## config.mk

```make
export PLATFORM = sky130hd
export DESIGN_NAME = uart_host_regs
export DESIGN_NICKNAME = d
export VERILOG_FILES = /design/src/rtl/uart_host_regs.sv
export SDC_FILE = /design/constraint.sdc
export NUM_CORES = 1
export LEC_CHECK = 0
export BUFFER_PORTS_ARGS = -buffer_cell sky130_fd_sc_hd__buf_2
export CELL_PAD_IN_SITES_DETAIL_PLACEMENT = 1
export CELL_PAD_IN_SITES_GLOBAL_PLACEMENT = 1
export CORE_MARGIN = 5
export CORE_UTILIZATION = 39
export CTS_CLUSTER_SIZE = 25
export DETAILED_ROUTE_END_ITERATION = 6
export HOLD_SLACK_MARGIN = 0.03
export PLACE_DENSITY = 0.87
export SLEW_MARGIN = 10
export SYNTH_ARGS = -nofsm -noshare
export SYNTH_HDL_FRONTEND = slang
export SYNTH_SLANG_ARGS = --single-unit
```

## constraint.sdc

```tcl
create_clock -name clk -period 2.05 [get_ports clk]
set_input_delay 0.205 -clock clk [delete_from_list [all_inputs] [get_ports clk]]
set_output_delay 0.205 -clock clk [all_outputs]
set_load 0.05 [all_outputs]
```

## src/rtl/uart_host_regs.sv

```systemverilog
module uart_host_regs #(
  parameter int DEPTH = 4
) (
  input  logic        clk,
  input  logic        rst_n,
  input  logic        bus_sel,
  input  logic        bus_wr,
  input  logic [1:0]  bus_addr,
  input  logic [31:0] bus_wdata,
  output logic [31:0] bus_rdata,
  output logic        tx_avail,
  output logic [7:0]  tx_char,
  input  logic        tx_take,
  input  logic        rx_put,
  input  logic [7:0]  rx_char,
  output logic [1:0]  cfg_parity,
  output logic [1:0]  cfg_mode,
  output logic        uart_on,
  output logic        tx_break,
  output logic        irq
);
  localparam int PW = $clog2(DEPTH);
  localparam int CW = PW + 1;
  localparam logic [CW-1:0] FULL = CW'(DEPTH);

  logic [7:0]    tx_mem [DEPTH];
  logic [7:0]    rx_mem [DEPTH];
  logic [PW-1:0] tx_wp, tx_rp, rx_wp, rx_rp;
  logic [CW-1:0] tx_cnt, rx_cnt;
  logic [1:0]    ist_q, ien_q;
  logic          hie_q;
  logic [31:0]   rd_val;

  wire wr_data = bus_sel & bus_wr & (bus_addr == 2'd0);
  wire wr_ctrl = bus_sel & bus_wr & (bus_addr == 2'd1);
  wire wr_ist  = bus_sel & bus_wr & (bus_addr == 2'd2);
  wire wr_ien  = bus_sel & bus_wr & (bus_addr == 2'd3);

  wire tx_push = wr_data & bus_wdata[8] & (tx_cnt != FULL);
  wire tx_pop  = tx_take & (tx_cnt != '0);
  wire rx_pop  = wr_data & bus_wdata[9] & (rx_cnt != '0);
  wire rx_push = rx_put & (rx_cnt != FULL);

  wire tx_drained = tx_pop & ~tx_push & (tx_cnt == CW'(1));
  wire [1:0] ist_set = {tx_drained, rx_cnt != '0};
  wire [1:0] ist_clr = wr_ist ? bus_wdata[1:0] : 2'b00;
  wire summary = |(ist_q & ien_q);
  wire unused_hi = ^bus_wdata[31:10];

  always_ff @(posedge clk) begin
    if (tx_push) tx_mem[tx_wp] <= bus_wdata[7:0];
    if (rx_push) rx_mem[rx_wp] <= rx_char;
  end

  always_ff @(posedge clk or negedge rst_n) begin
    if (!rst_n) begin
      tx_wp <= '0; tx_rp <= '0; tx_cnt <= '0;
      rx_wp <= '0; rx_rp <= '0; rx_cnt <= '0;
    end else begin
      if (tx_push) tx_wp <= tx_wp + 1'b1;
      if (tx_pop)  tx_rp <= tx_rp + 1'b1;
      tx_cnt <= tx_cnt + CW'(tx_push) - CW'(tx_pop);
      if (rx_push) rx_wp <= rx_wp + 1'b1;
      if (rx_pop)  rx_rp <= rx_rp + 1'b1;
      rx_cnt <= rx_cnt + CW'(rx_push) - CW'(rx_pop);
    end
  end

  always_ff @(posedge clk or negedge rst_n) begin
    if (!rst_n) begin
      cfg_parity <= 2'd0;
      cfg_mode   <= 2'd0;
      tx_break   <= 1'b0;
      hie_q      <= 1'b0;
      ist_q      <= 2'b00;
      ien_q      <= 2'b00;
    end else begin
      if (wr_ctrl) begin
        cfg_parity <= (bus_wdata[1:0] == 2'd3) ? 2'd0 : bus_wdata[1:0];
        cfg_mode   <= bus_wdata[3:2];
        tx_break   <= bus_wdata[4];
        hie_q      <= bus_wdata[5];
      end
      if (wr_ien) ien_q <= bus_wdata[1:0];
      ist_q <= ist_set | (ist_q & ~ist_clr);
    end
  end

  always_comb begin
    case (bus_addr)
      2'd0:    rd_val = {22'd0, rx_cnt != '0, tx_cnt != FULL,
                         (rx_cnt != '0) ? rx_mem[rx_rp] : 8'h00};
      2'd1:    rd_val = {25'd0, summary, hie_q, tx_break, cfg_mode, cfg_parity};
      2'd2:    rd_val = {30'd0, ist_q};
      default: rd_val = {30'd0, ien_q};
    endcase
  end

  assign bus_rdata = (bus_sel & ~bus_wr) ? rd_val : 32'd0;
  assign tx_avail  = tx_cnt != '0;
  assign tx_char   = tx_mem[tx_rp];
  assign uart_on   = cfg_mode != 2'd0;
  assign irq       = summary & hie_q;
endmodule


```

==> summary.md, run 1 <==
| Metric | Value |
|---|---|
| Syn. warnings | `0` |
| Number of global-route vias before repair | `about 2.5k` |
| Cell area after synthesis | `between 3000 and 4000 um2` |
| Clk sink count | `88` |
| CP Capture Type | `flip-flop` |
| Detailed placement HPWL | `around 6200 um` |
| Source of the critical timing path | `rx_cnt[2]$_DFF_PN0_` |
| Residual DRC count | `0` |
| Share of flip-flops with an asynchronous set or reset | `27.3%` |
| Violations in the final reports | `negative setup slack` |
| CTS clock-pin slew for the worst setup and hold paths | `80 ps` |
| Actual slew at the worst max-slew pin | `814 ps` |
| Final WS setup | `-86.7 ps` |
| Y dimension of the die | `110 um` |
| DP Area | `4360 um2` |
| DRT antenna net count | `0` |
| Largest fanout on the critical path | `2` |
| Final cell area excluding filler cells | `between 4000 and 5000 um2` |
| Vias per Instance | `4.80` |
| Cell type with the highest aggregate area in the netlist | `sky130_fd_sc_hd__edfxtp_1` |
| Worst path slowest cell | `sky130_fd_sc_hd__dfrtp_1` |
| Clock Latency Late Sink | `roughly 340 ps` |
| CTS buffer count | `9` |
| Number of placement rows | `36` |
| Post-detailed-routing wire length | `8360 um` |
| Worst Setup Path Type | `flip-flop to flip-flop` |
| Kind of start point of the critical path | `flip-flop` |
| Fraction of layout instances using a drive strength above 1 | `39.6%` |
| WL per Instance | `18.2 um` |
| Total area of sequential cells | `2520 um2` |
| 1st-iter DRT viols | `65` |
| GR Overflow Total | `0` |
| Time the worst path needs with I/O delays and setup | `roughly 2100 ps` |
| Clk_skew | `10.1 ps` |
| Fmax | `approximately 470 MHz` |
| Most used cell, CP | `sky130_fd_sc_hd__ha_4` |
| Source of the worst register-to-register timing path | `rx_cnt[2]$_DFF_PN0_` |
| Worst slack at placement | `-127 ps` |
| Master cell of the clock root buffer | `sky130_fd_sc_hd__clkbuf_8` |
| Relative max-transition margin | `45.5%` |
| Cell chain of the critical path | `or3_4 -> and3_4 -> ha_4 -> inv_4 -> ha_4 -> fa_2 -> xnor2_2 -> xnor2_1` |
| Utilization after layout | `48.3%` |
| Diode insertion count for antenna repair | `0` |
| Antenna violations before repair | `0` |
| TritonCTS clock tree | `built` |
| Area occupied by multi-input gates | `around 1300 um2` |
| Number of distinct library cells after synthesis | `40` |
| Period Utilization, post-route | `104%` |
| Area enclosed by the die boundary | `between 10000 and 15000 um2` |
| Total of endpoints with negative setup slack in the final report | `1` |
| Part of the Yosys area used for sequential elements | `~64%` |
| Synth-to-Final Area Change | `20.3%` |
| H-Tree Depth | `3` |
| Final Hold Fails | `0` |
| Final #Nets | `383` |
| Unrepaired setup endpoints after global routing | `true` |
| Area contributors post-synth | `sky130_fd_sc_hd__edfxtp_1, sky130_fd_sc_hd__dfrtp_1, sky130_fd_sc_hd__mux4_2, sky130_fd_sc_hd__buf_4, sky130_fd_sc_hd__ha_1` |
| Flop2flop setup slack | `-90 ps` |
| Static leakage power | `1.84 nW` |
| Maximum capacitance violations | `0` |
| Slowest Stage Delay on Critical Path | `400 ps` |
| Via Count | `between 2k and 2.5k` |
| Largest net degree at the start of global routing | `25` |
| Area fraction of the dominant cell type after synthesis | `48.9%` |
| Slew Limit Fails | `0` |
| Prevailing post-synth register cell | `sky130_fd_sc_hd__edfxtp_1` |
| Maximum vdd drop | `between 0.6 and 0.7 mV` |
| Maximum count of clock buffers along a single path | `2` |
| HP Start | `rx_char[2]` |
| Total power density per cell area | `1260 nW/um2` |
| WHS | `72.8 ps` |
| Post-Synthesis Mean Instance Area | `between 15 and 20 um2` |
| Combined buffer and inverter count along the critical path | `1` |
| Die span in x | `110 um` |
| Required time at the endpoint of the critical path | `2280 ps` |
| All-layer global routing usage | `14.4%` |
| Count of buffers from port buffering | `51` |
| Crit-path leading delay family | `adder cells` |
| Top-Level Pins | `96` |
| Starting utilization of the core area | `40.2%` |
| Hold/Removal Path Class | `input port to flip-flop` |
| Synth Instances | `about 250` |
| Number of synthesized register bits | `just under 90` |
| Router iterations before antenna repair | `4` |
| Number of flops mapped to enable cells by yosys | `64` |
| Overall power | `5.96 mW` |
| Outcome | `complete, but fails checks` |
| Filler cells | `987` |
| CP arrival | `2370 ps` |
| Global-route wire length before repair | `roughly 13000 um` |
| Routability cong. | `~0.76` |
| Placeable Area | `between 9000 and 10000 um2` |
sequential cells by signal (all words and copies together), names as in the netlist:
name,cells
cfg_mode,2
cfg_parity,2
hie_q,1
ien_q,2
ist_q,2
rx_cnt,3
rx_mem,32
rx_rp,2
rx_wp,2
tx_break,1
tx_cnt,3
tx_mem,32
tx_rp,2
tx_wp,2
metal layers:
metal	vias to the layer above	wire length (um)	GRT usage, %
met4	0	140	5.72
met1	1125	3050	14.9
met2	61	4720	27.7
met3	12	449	3.32
met5	-	0	0
li1	1006	-	-
power breakdown:
group / total (mW) / switching (mW) / leakage (nW) / internal [mW]
Combinational: 2.32 / 1.34 / 0.883 / 0.986
Clock: 1.12 / 0.564 / 0.0880 / 0.559
Sequential: 2.51 / 0.258 / 0.864 / 2.26
Total: 5.96 / 2.16 / 1.84 / 3.80
placed cells by master (no fill, tap or decap), drive strengths merged, types with 3 or more instances in the layout:
| master | netlist | layout |
|---|---|---|
| buf | 28 | 72 |
| edfxtp | 64 | 64 |
| dfrtp | 24 | 24 |
| conb | 1 | 22 |
| mux4 | 16 | 16 |
| inv | 16 | 16 |
| nor2 | 12 | 12 |
| clkbuf | 2 | 12 |
| ha | 12 | 12 |
| mux2 | 8 | 8 |
| nand2 | 7 | 7 |
| xnor2 | 7 | 7 |
| o21ai | 6 | 6 |
| and2 | 6 | 6 |
| a32oi | 5 | 5 |
| nand3 | 4 | 4 |
| nand4b | 3 | 3 |
| xor2 | 3 | 3 |
| and3 | 3 | 3 |
stage by stage:
step	instances	setup TNS [ps]
after floorplan	267	-40.2
after global placement	439	-48.4
after detailed placement	439	-127
after CTS	458	-121
after global routing	459	-382
final	459	-86.7
path summary, 6_finish.rpt:
check / endpoint / cells after the start
worst max register to register: rx_cnt[2]$_DFF_PN0_ / 8
worst min register to register: tx_rp[0]$_DFFE_PN0P_ / 1
min in group asynchronous: rx_wp[1]$_DFFE_PN0P_ / 2
worst max-delay path: rx_cnt[2]$_DFF_PN0_ / 8
max in group asynchronous: rx_rp[0]$_DFFE_PN0P_ / 2
worst min-delay path: rx_mem[2][2]$_DFFE_PP_ / 1
cells by family after synthesis:
kind of cell | share of synthesized area [%]
adder cells (fa/ha/maj) | 4.84
AND/OR/NAND/NOR | 6.60
AO/OA/AOI/OAI | 3.28
XOR/XNOR | 2.23
buffers and inverters | 6.85
flip-flops | 64.2
multiplexers | 11.9
other | 0.0955
synthesized netlist by cell type, types with 3 or more instances:
library cell and number:
sky130_fd_sc_hd__o21ai_0 6, sky130_fd_sc_hd__xnor2_1 7, sky130_fd_sc_hd__buf_2 4, sky130_fd_sc_hd__mux4_1 3
sky130_fd_sc_hd__mux4_2 13, sky130_fd_sc_hd__nand3_1 4, sky130_fd_sc_hd__mux2_2 7, sky130_fd_sc_hd__and2_1 6
sky130_fd_sc_hd__nand4b_1 3, sky130_fd_sc_hd__a32oi_1 5, sky130_fd_sc_hd__buf_4 22, sky130_fd_sc_hd__nand2_1 7
sky130_fd_sc_hd__xor2_1 3, sky130_fd_sc_hd__ha_1 12, sky130_fd_sc_hd__and3_1 3, sky130_fd_sc_hd__edfxtp_1 64
sky130_fd_sc_hd__inv_1 16, sky130_fd_sc_hd__nor2_1 11, sky130_fd_sc_hd__dfrtp_1 24
cell type report:
class                           instances  area share [%]
Inverter                               16            1.32
Multi-Input combinational cell        133            27.7
Clock inverter                          4           0.980
Clock buffer                           12            2.86
Timing Repair Buffer                   73            10.1
Sequential cell                        88            53.4
Tap cell                              133            3.52
what timing repair did:
action | in CTS | in global routing
setup buffers | 3 | 1
resized for setup | 20 | 15
endpoints found under the setup margin | 9 | 10
pin swaps | 12 | 13
endpoints found under the hold margin | 24 | 0
hold buffers | 1 | 0
No activity file was read; power rests on OpenSTA's default activity.
==> run 2, diff against run 1 <==
--- a/config.mk
+++ b/config.mk
@@ -6,13 +6,16 @@
 export NUM_CORES = 1
 export LEC_CHECK = 0
 export BUFFER_PORTS_ARGS = -buffer_cell sky130_fd_sc_hd__buf_2
+export CAP_MARGIN = 20
 export CELL_PAD_IN_SITES_DETAIL_PLACEMENT = 1
 export CELL_PAD_IN_SITES_GLOBAL_PLACEMENT = 1
+export CORE_ASPECT_RATIO = 1.75
 export CORE_MARGIN = 5
 export CORE_UTILIZATION = 39
 export CTS_CLUSTER_SIZE = 25
 export DETAILED_ROUTE_END_ITERATION = 6
 export HOLD_SLACK_MARGIN = 0.03
+export MAX_ROUTING_LAYER = met4
 export PLACE_DENSITY = 0.87
 export SLEW_MARGIN = 10
 export SYNTH_ARGS = -nofsm -noshare
==> summary.md, run 2 (synthesized netlist as in run 1, its figures left out) <==
| Metric | Value |
|---|---|
| Global Route met1 Usage | `between 10 and 15%` |
| GR Overflow Total | `0` |
| Kind of start point of the critical path | `flip-flop` |
| CTS buffer count | `9` |
| Router iterations before antenna repair | `4` |
| 1st-iter DRT viols | `110` |
| Starting utilization of the core area | `39.9%` |
| Vias per Instance | `around 5.0` |
| DRT antenna net count | `0` |
| Hold/Removal Path Class | `input port to flip-flop` |
| Number of standard cells in the final layout excluding fillers | `452` |
| Fraction of layout instances using a drive strength above 1 | `between 40% and 50%` |
| Fmax | `463 MHz` |
| TritonCTS clock tree | `built` |
| Relative max-transition margin | `49.9%` |
| Maximum vdd drop | `0.863 mV` |
| Number of placement rows | `48` |
| Area enclosed by the die boundary | `about 12000 um2` |
| Most frequent cells in the layout | `sky130_fd_sc_hd__edfxtp_1, sky130_fd_sc_hd__buf_2, sky130_fd_sc_hd__conb_1` |
| Setup TNS | `-196 ps` |
| CP arrival | `2380 ps` |
| CP Capture Type | `flip-flop` |
| Detailed placement HPWL | `between 6000 and 7000 um` |
| WL per Instance | `19.5 um` |
| Number of cells in the design after placement | `~430` |
| Leading registers by flop count | `rx_mem (32), tx_mem (32)` |
| Clk sink count | `88` |
| Violations in the final reports | `negative setup slack` |
| Unrepaired setup endpoints after global routing | `true` |
| Clock Latency Late Sink | `340 ps` |
| HP Start | `bus_wdata[6]` |
| Total power density per cell area | `1330 nW/um2` |
| Number of global-route vias before repair | `approximately 2.5k` |
| Residual DRC count | `0` |
| H-Tree Depth | `3` |
| Largest net degree at the start of global routing | `25` |
| All-layer global routing usage | `15.2%` |
| Diode insertion count for antenna repair | `0` |
| Actual slew at the worst max-slew pin | `749 ps` |
| Slew Limit Fails | `0` |
| Required time at the endpoint of the critical path | `~2300 ps` |
| Die span in x | `85.8 um` |
| Source of the worst register-to-register timing path | `rx_cnt[0]$_DFF_PN0_` |
| Static leakage power | `between 1.5 and 2 nW` |
| Met3 usage | `3.98%` |
| Time the worst path needs with I/O delays and setup | `around 2200 ps` |
| Period Utilization, post-route | `105%` |
| Most common cell after layout, fill and taps aside | `sky130_fd_sc_hd__edfxtp_1` |
| Maximum capacitance violations | `0` |
| Master cell of the clock root buffer | `sky130_fd_sc_hd__clkbuf_16` |
| Outcome | `complete, but fails checks` |
| Placeable Area | `9850 um2` |
| Clk_skew | `~7.5 ps` |
| Y dimension of the die | `143 um` |
| Total of endpoints with negative setup slack in the final report | `5` |
| Count of buffers from port buffering | `51` |
| Global-route wire length before repair | `13200 um` |
| Maximum count of clock buffers along a single path | `2` |
| Routability cong. | `0.771` |
| DP Area | `4360 um2` |
| Final #Nets | `roughly 380` |
| Synth-to-Final Area Change | `23.6%` |
| Largest fanout on the critical path | `2` |
| Final Hold Fails | `0` |
| Via Count | `2249` |
| Final WS setup | `-108 ps` |
| Post-detailed-routing wire length | `about 8800 um` |
| Worst Setup Path Type | `flip-flop to flip-flop` |
| Met2 layer usage reported by global route | `28.9%` |
| CTS clock-pin slew for the worst setup and hold paths | `70 ps` |
| Top-Level Pins | `96` |
| Antenna violations before repair | `0` |
| Global route hottest layer | `met2` |
| Worst slack at placement | `-130 ps` |
| Source of the critical timing path | `rx_cnt[0]$_DFF_PN0_` |
| Final cell area excluding filler cells | `4850 um2` |
-- run 2: cell count changes in the layout (fill, tap and decap cells not counted), sizes merged --
cell / previous run / this run
clkbuf: 12 / 11
bufinv: 1 / 0
clkinv: 2 / 4
clkinvlp: 1 / 2
-- run 2: final cells by class --
class	instances	area, um2
inverter	16	62.6
tap	125	156
fill	1015	5000
multi-input combinational	133	1320
clock inverter	6	45.0
clock buffer	10	239
sequential	88	2530
timing repair buffer	74	507
-- run 2: report_power, final --
group	switching (mW)	total [mW]	internal, mW
Combinational	1.33	2.37	1.04
Clock	0.672	1.53	0.856
Sequential	0.305	2.57	2.26
Total	2.31	6.46	4.15
-- run 2: per-stage QoR --
stage | power [mW] | utilization, % | hold WS, ps
floorplan | 4.10 | - | -90.6
global placement | 4.59 | 44.3 | 219
detailed placement | 4.73 | 44.3 | 239
CTS | 6.39 | 48.4 | 66.0
global route | 6.80 | 49.3 | 66.3
finish | 6.46 | 49.3 | 78.3
-- run 2: worst paths after layout --
kind                                          endpoint  slack (ps)  cells past startpoint
min in group asynchronous          tx_cnt[0]$_DFF_PN0_         410                      2
worst min-delay path            tx_mem[1][6]$_DFFE_PP_          80                      1
worst min register to register      ist_q[0]$_DFF_PN0_         520                      1
max in group asynchronous         rx_rp[0]$_DFFE_PN0P_        1210                      2
worst max register to register     rx_cnt[2]$_DFF_PN0_        -110                      8
worst max-delay path               rx_cnt[2]$_DFF_PN0_        -110                      8
-- run 2: timing repair --
item | CTS | global route
cloned | 0 | 1
setup endpoints to repair | 13 | 21
buffers inserted | 2 | 1
hold buffers | 1 | 0
endpoints found under the hold margin | 24 | 0
resized for setup | 24 | 19
pin swaps | 16 | 13
-- run 2: layer usage --
layer	wire (um)	share of wire, %	vias to the layer above
met2	5220	59	78
li1	-	-	1014
met4	195	2.2	0
met5	0	0	-
met1	2960	34	1144
met3	439	5.0	13
-- run 2: worst max-delay path: stages, from the launching register on --
cell	delay (ps)
sky130_fd_sc_hd__dfrtp_1	410
sky130_fd_sc_hd__or3_4	380
sky130_fd_sc_hd__and3_4	190
sky130_fd_sc_hd__ha_4	270
sky130_fd_sc_hd__inv_4	40
sky130_fd_sc_hd__ha_4	150
sky130_fd_sc_hd__fa_2	350
sky130_fd_sc_hd__xnor2_2	140
sky130_fd_sc_hd__xnor2_1	120
==> run 3, diff against run 2 <==
--- a/config.mk
+++ b/config.mk
@@ -5,13 +5,14 @@
 export SDC_FILE = /design/constraint.sdc
 export NUM_CORES = 1
 export LEC_CHECK = 0
+export ABC_AREA = 1
 export BUFFER_PORTS_ARGS = -buffer_cell sky130_fd_sc_hd__buf_2
 export CAP_MARGIN = 20
 export CELL_PAD_IN_SITES_DETAIL_PLACEMENT = 1
 export CELL_PAD_IN_SITES_GLOBAL_PLACEMENT = 1
 export CORE_ASPECT_RATIO = 1.75
 export CORE_MARGIN = 5
-export CORE_UTILIZATION = 39
+export CORE_UTILIZATION = 37
 export CTS_CLUSTER_SIZE = 25
 export DETAILED_ROUTE_END_ITERATION = 6
 export HOLD_SLACK_MARGIN = 0.03
==> summary.md, run 3 <==
| Metric | Value |
|---|---|
| Clk_skew | `5.43 ps` |
| Required time at the endpoint of the critical path | `approximately 2300 ps` |
| WL per Instance | `roughly 16 um` |
| Fraction of layout instances using a drive strength above 1 | `25.4%` |
| Prevailing post-synth register cell | `sky130_fd_sc_hd__edfxtp_1` |
| Area fraction of the dominant cell type after synthesis | `around 47%` |
| Time the worst path needs with I/O delays and setup | `2040 ps` |
| CP Capture Type | `flip-flop` |
| Final Hold Fails | `0` |
| Worst path slowest cell | `sky130_fd_sc_hd__dfrtp_1` |
| Number of cells in the design after placement | `approximately 580` |
| All-layer global routing usage | `about 15%` |
| Placeable Area | `11000 um2` |
| Part of the Yosys area used for sequential elements | `61.1%` |
| Leading registers by flop count | `rx_mem (32), tx_mem (32)` |
| Total power density per cell area | `between 1000 and 1500 nW/um2` |
| Post-detailed-routing wire length | `slightly below 10000 um` |
| Maximum capacitance violations | `0` |
| CP arrival | `2260 ps` |
| Via Count | `2837` |
| Largest net degree at the start of global routing | `25` |
| Syn. warnings | `0` |
| CTS buffer count | `9` |
| Global-route wire length before repair | `15300 um` |
| Fmax | `~500 MHz` |
| Maximum vdd drop | `0.919 mV` |
| Kind of start point of the critical path | `flip-flop` |
| Diode insertion count for antenna repair | `0` |
| Hold/Removal Path Class | `input port to flip-flop` |
| Power Internal | `4.23 mW` |
| Clk sink count | `88` |
| Slew Limit Fails | `0` |
| Cell area after synthesis | `4130 um2` |
| Starting utilization of the core area | `37.4%` |
| Worst Setup Path Type | `flip-flop to flip-flop` |
| DRT antenna net count | `0` |
| Switching power total | `2.70 mW` |
| Router iterations before antenna repair | `4` |
| Most frequent cells in the layout | `sky130_fd_sc_hd__nand2_1, sky130_fd_sc_hd__edfxtp_1, sky130_fd_sc_hd__inv_1` |
| Total of endpoints with negative setup slack in the final report | `0` |
| Relative max-transition margin | `59.1%` |
| Share of flip-flops with an asynchronous set or reset | `27.3%` |
| Number of distinct library cells after synthesis | `30` |
| H-Tree Depth | `3` |
| Area contributors post-synth | `sky130_fd_sc_hd__edfxtp_1, sky130_fd_sc_hd__dfrtp_1, sky130_fd_sc_hd__nand2_1, sky130_fd_sc_hd__inv_1, sky130_fd_sc_hd__buf_4` |
| Die span in x | `89.8 um` |
| Most frequent cells after synthesis | `sky130_fd_sc_hd__nand2_1, sky130_fd_sc_hd__edfxtp_1, sky130_fd_sc_hd__inv_1` |
| Most common cell after layout, fill and taps aside | `sky130_fd_sc_hd__nand2_1` |
| Cell type with the highest aggregate area in the netlist | `sky130_fd_sc_hd__edfxtp_1` |
| Number of flops mapped to enable cells by yosys | `64` |
| Cell chain of the critical path | `nor2_4 -> nand2_2 -> nand3_2 -> inv_2 -> ha_4 -> inv_2 -> ha_4 -> fa_2 -> xnor2_2 -> xor2_1` |
| Number of synthesized register bits | `~90` |
| Flop2flop setup slack | `10 ps` |
| Count leader, synth | `sky130_fd_sc_hd__nand2_1` |
| CTS clock-pin slew for the worst setup and hold paths | `60 ps` |
| Antenna violations before repair | `0` |
| Number of standard cells in the final layout excluding fillers | `597` |
| Largest fanout on the critical path | `3` |
| Number of global-route vias before repair | `roughly 3k` |
| Area enclosed by the die boundary | `13400 um2` |
| Period Utilization, post-route | `a little under 100%` |
| Synth-to-Final Area Change | `21.2%` |
| Residual DRC count | `0` |
| Vias per Instance | `4.75` |
| Detailed placement HPWL | `7570 um` |
| Switching Fraction | `39.0%` |
| Static leakage power | `2.17 nW` |
| Slowest Stage Delay on Critical Path | `410 ps` |
| Y dimension of the die | `150 um` |
| Post-Synthesis Mean Instance Area | `between 10 and 15 um2` |
| Outcome | `complete, no violations` |
| Part of the power in registers | `36.2%` |
| Clock Latency Late Sink | `about 340 ps` |
| Comb power frac | `between 30 and 40%` |
| Actual slew at the worst max-slew pin | `614 ps` |
| 1st-iter DRT viols | `95` |
| Unrepaired setup endpoints after global routing | `true` |
| Routability cong. | `between 0.8 and 0.9` |
| TritonCTS clock tree | `built` |
| Master cell of the clock root buffer | `sky130_fd_sc_hd__clkbuf_16` |
| Synth Instances | `385` |
| Final #Nets | `522` |
| Final cell area excluding filler cells | `~5000 um2` |
| DP Area | `4530 um2` |
| Maximum count of clock buffers along a single path | `2` |
| Part of the total power dissipated in the clock network | `between 20% and 30%` |
| Number of placement rows | `about 50` |
| GR Overflow Total | `0` |
| Count of buffers from port buffering | `51` |
| Top-Level Pins | `96` |
run 3: changes by cell type in the layout (fill, tap and decap cells not counted), moves of 6 or more:
cell	change
sky130_fd_sc_hd__o22ai_1	+8
sky130_fd_sc_hd__and2_1	-6
sky130_fd_sc_hd__nand2_2	+6
sky130_fd_sc_hd__nor2_1	+27
sky130_fd_sc_hd__o21ai_0	+21
sky130_fd_sc_hd__nand2_1	+58
sky130_fd_sc_hd__a21oi_1	+7
sky130_fd_sc_hd__inv_1	+36
sky130_fd_sc_hd__nand3_1	+18
sky130_fd_sc_hd__mux4_2	-16
sky130_fd_sc_hd__mux2_2	-7
run 3: cells by family (layout without fill, tap and decap cells):
kind of cell / count (synthesis) / in the layout / synth area share [%]
other: 1 / 22 / 0.0909
adder cells (fa/ha/maj): 14 / 14 / 4.61
XOR/XNOR: 9 / 9 / 1.91
AO/OA/AOI/OAI: 52 / 52 / 7.03
AND/OR/NAND/NOR: 136 / 136 / 14.5
flip-flops: 88 / 88 / 61.1
buffers and inverters: 85 / 144 / 10.7
run 3: through the flow:
step	utilization (%)	total power, mW	worst slack (ps)	setup TNS, ps	hold WS (ps)
floorplan	-	4.40	40.5	0	-90.6
global placement	41.1	4.84	89.5	0	243
detailed placement	41.1	5.05	-50.3	-50.3	263
CTS	44.4	6.93	5.03	0	67.3
global route	45.3	7.34	-57.8	-57.8	76.8
finish	45.3	6.93	13.8	0	84.0
run 3: metal layers:
layer	GRT usage [%]	share of wire (%)
met3	3.57	3.9
met2	29.8	61
met1	13.4	34
met4	5.07	1.5
met5	-	0
run 3: critical path: cells and delay by family, from the launching register on:
| family | cells | cell delay [ps] |
|---|---|---|
| AND/OR/NAND/NOR | 3 | 300 |
| adder cells (fa/ha/maj) | 3 | 810 |
| flip-flops | 1 | 410 |
| XOR/XNOR | 2 | 310 |
| buffers and inverters | 2 | 100 |
run 3: power groups by stage:
stage                     registers (mW)  logic [mW]  clock network (mW)
final                               2.50        2.60                1.82
after global routing                2.54        2.86                1.93
after CTS                           2.50        2.56                1.86
after detailed placement            2.53        2.52                   0
after global placement              2.49        2.35                   0
after floorplan                     2.49        1.91                   0
run 3: path summary, 6_finish.rpt:
check	end	cells after the start	from
worst max-delay path	rx_cnt[2]$_DFF_PN0_	10	rx_cnt[0]$_DFF_PN0_
worst min-delay path	rx_mem[2][7]$_DFFE_PP_	1	rx_char[7]
worst max register to register	rx_cnt[2]$_DFF_PN0_	10	rx_cnt[0]$_DFF_PN0_
worst min register to register	hie_q$_DFFE_PN0P_	2	hie_q$_DFFE_PN0P_
max in group asynchronous	rx_cnt[2]$_DFF_PN0_	2	rst_n
min in group asynchronous	rx_wp[1]$_DFFE_PN0P_	2	rst_n
run 3: layout make-up:
type | count | area, um2
inverter | 56 | 215
clock buffer | 9 | 225
fill | 1254 | 6040
sequential | 88 | 2520
timing repair buffer | 72 | 450
tap | 132 | 165
multi-input combinational | 233 | 1310
clock inverter | 7 | 110
run 3: what timing repair did:
action,4_1_cts,5_1_grt
endpoints found under the setup margin,4,10
setup buffers,0,3
hold buffers,1,0
gates resized for setup,7,26
endpoints found under the hold margin,24,0
pin swaps,0,11
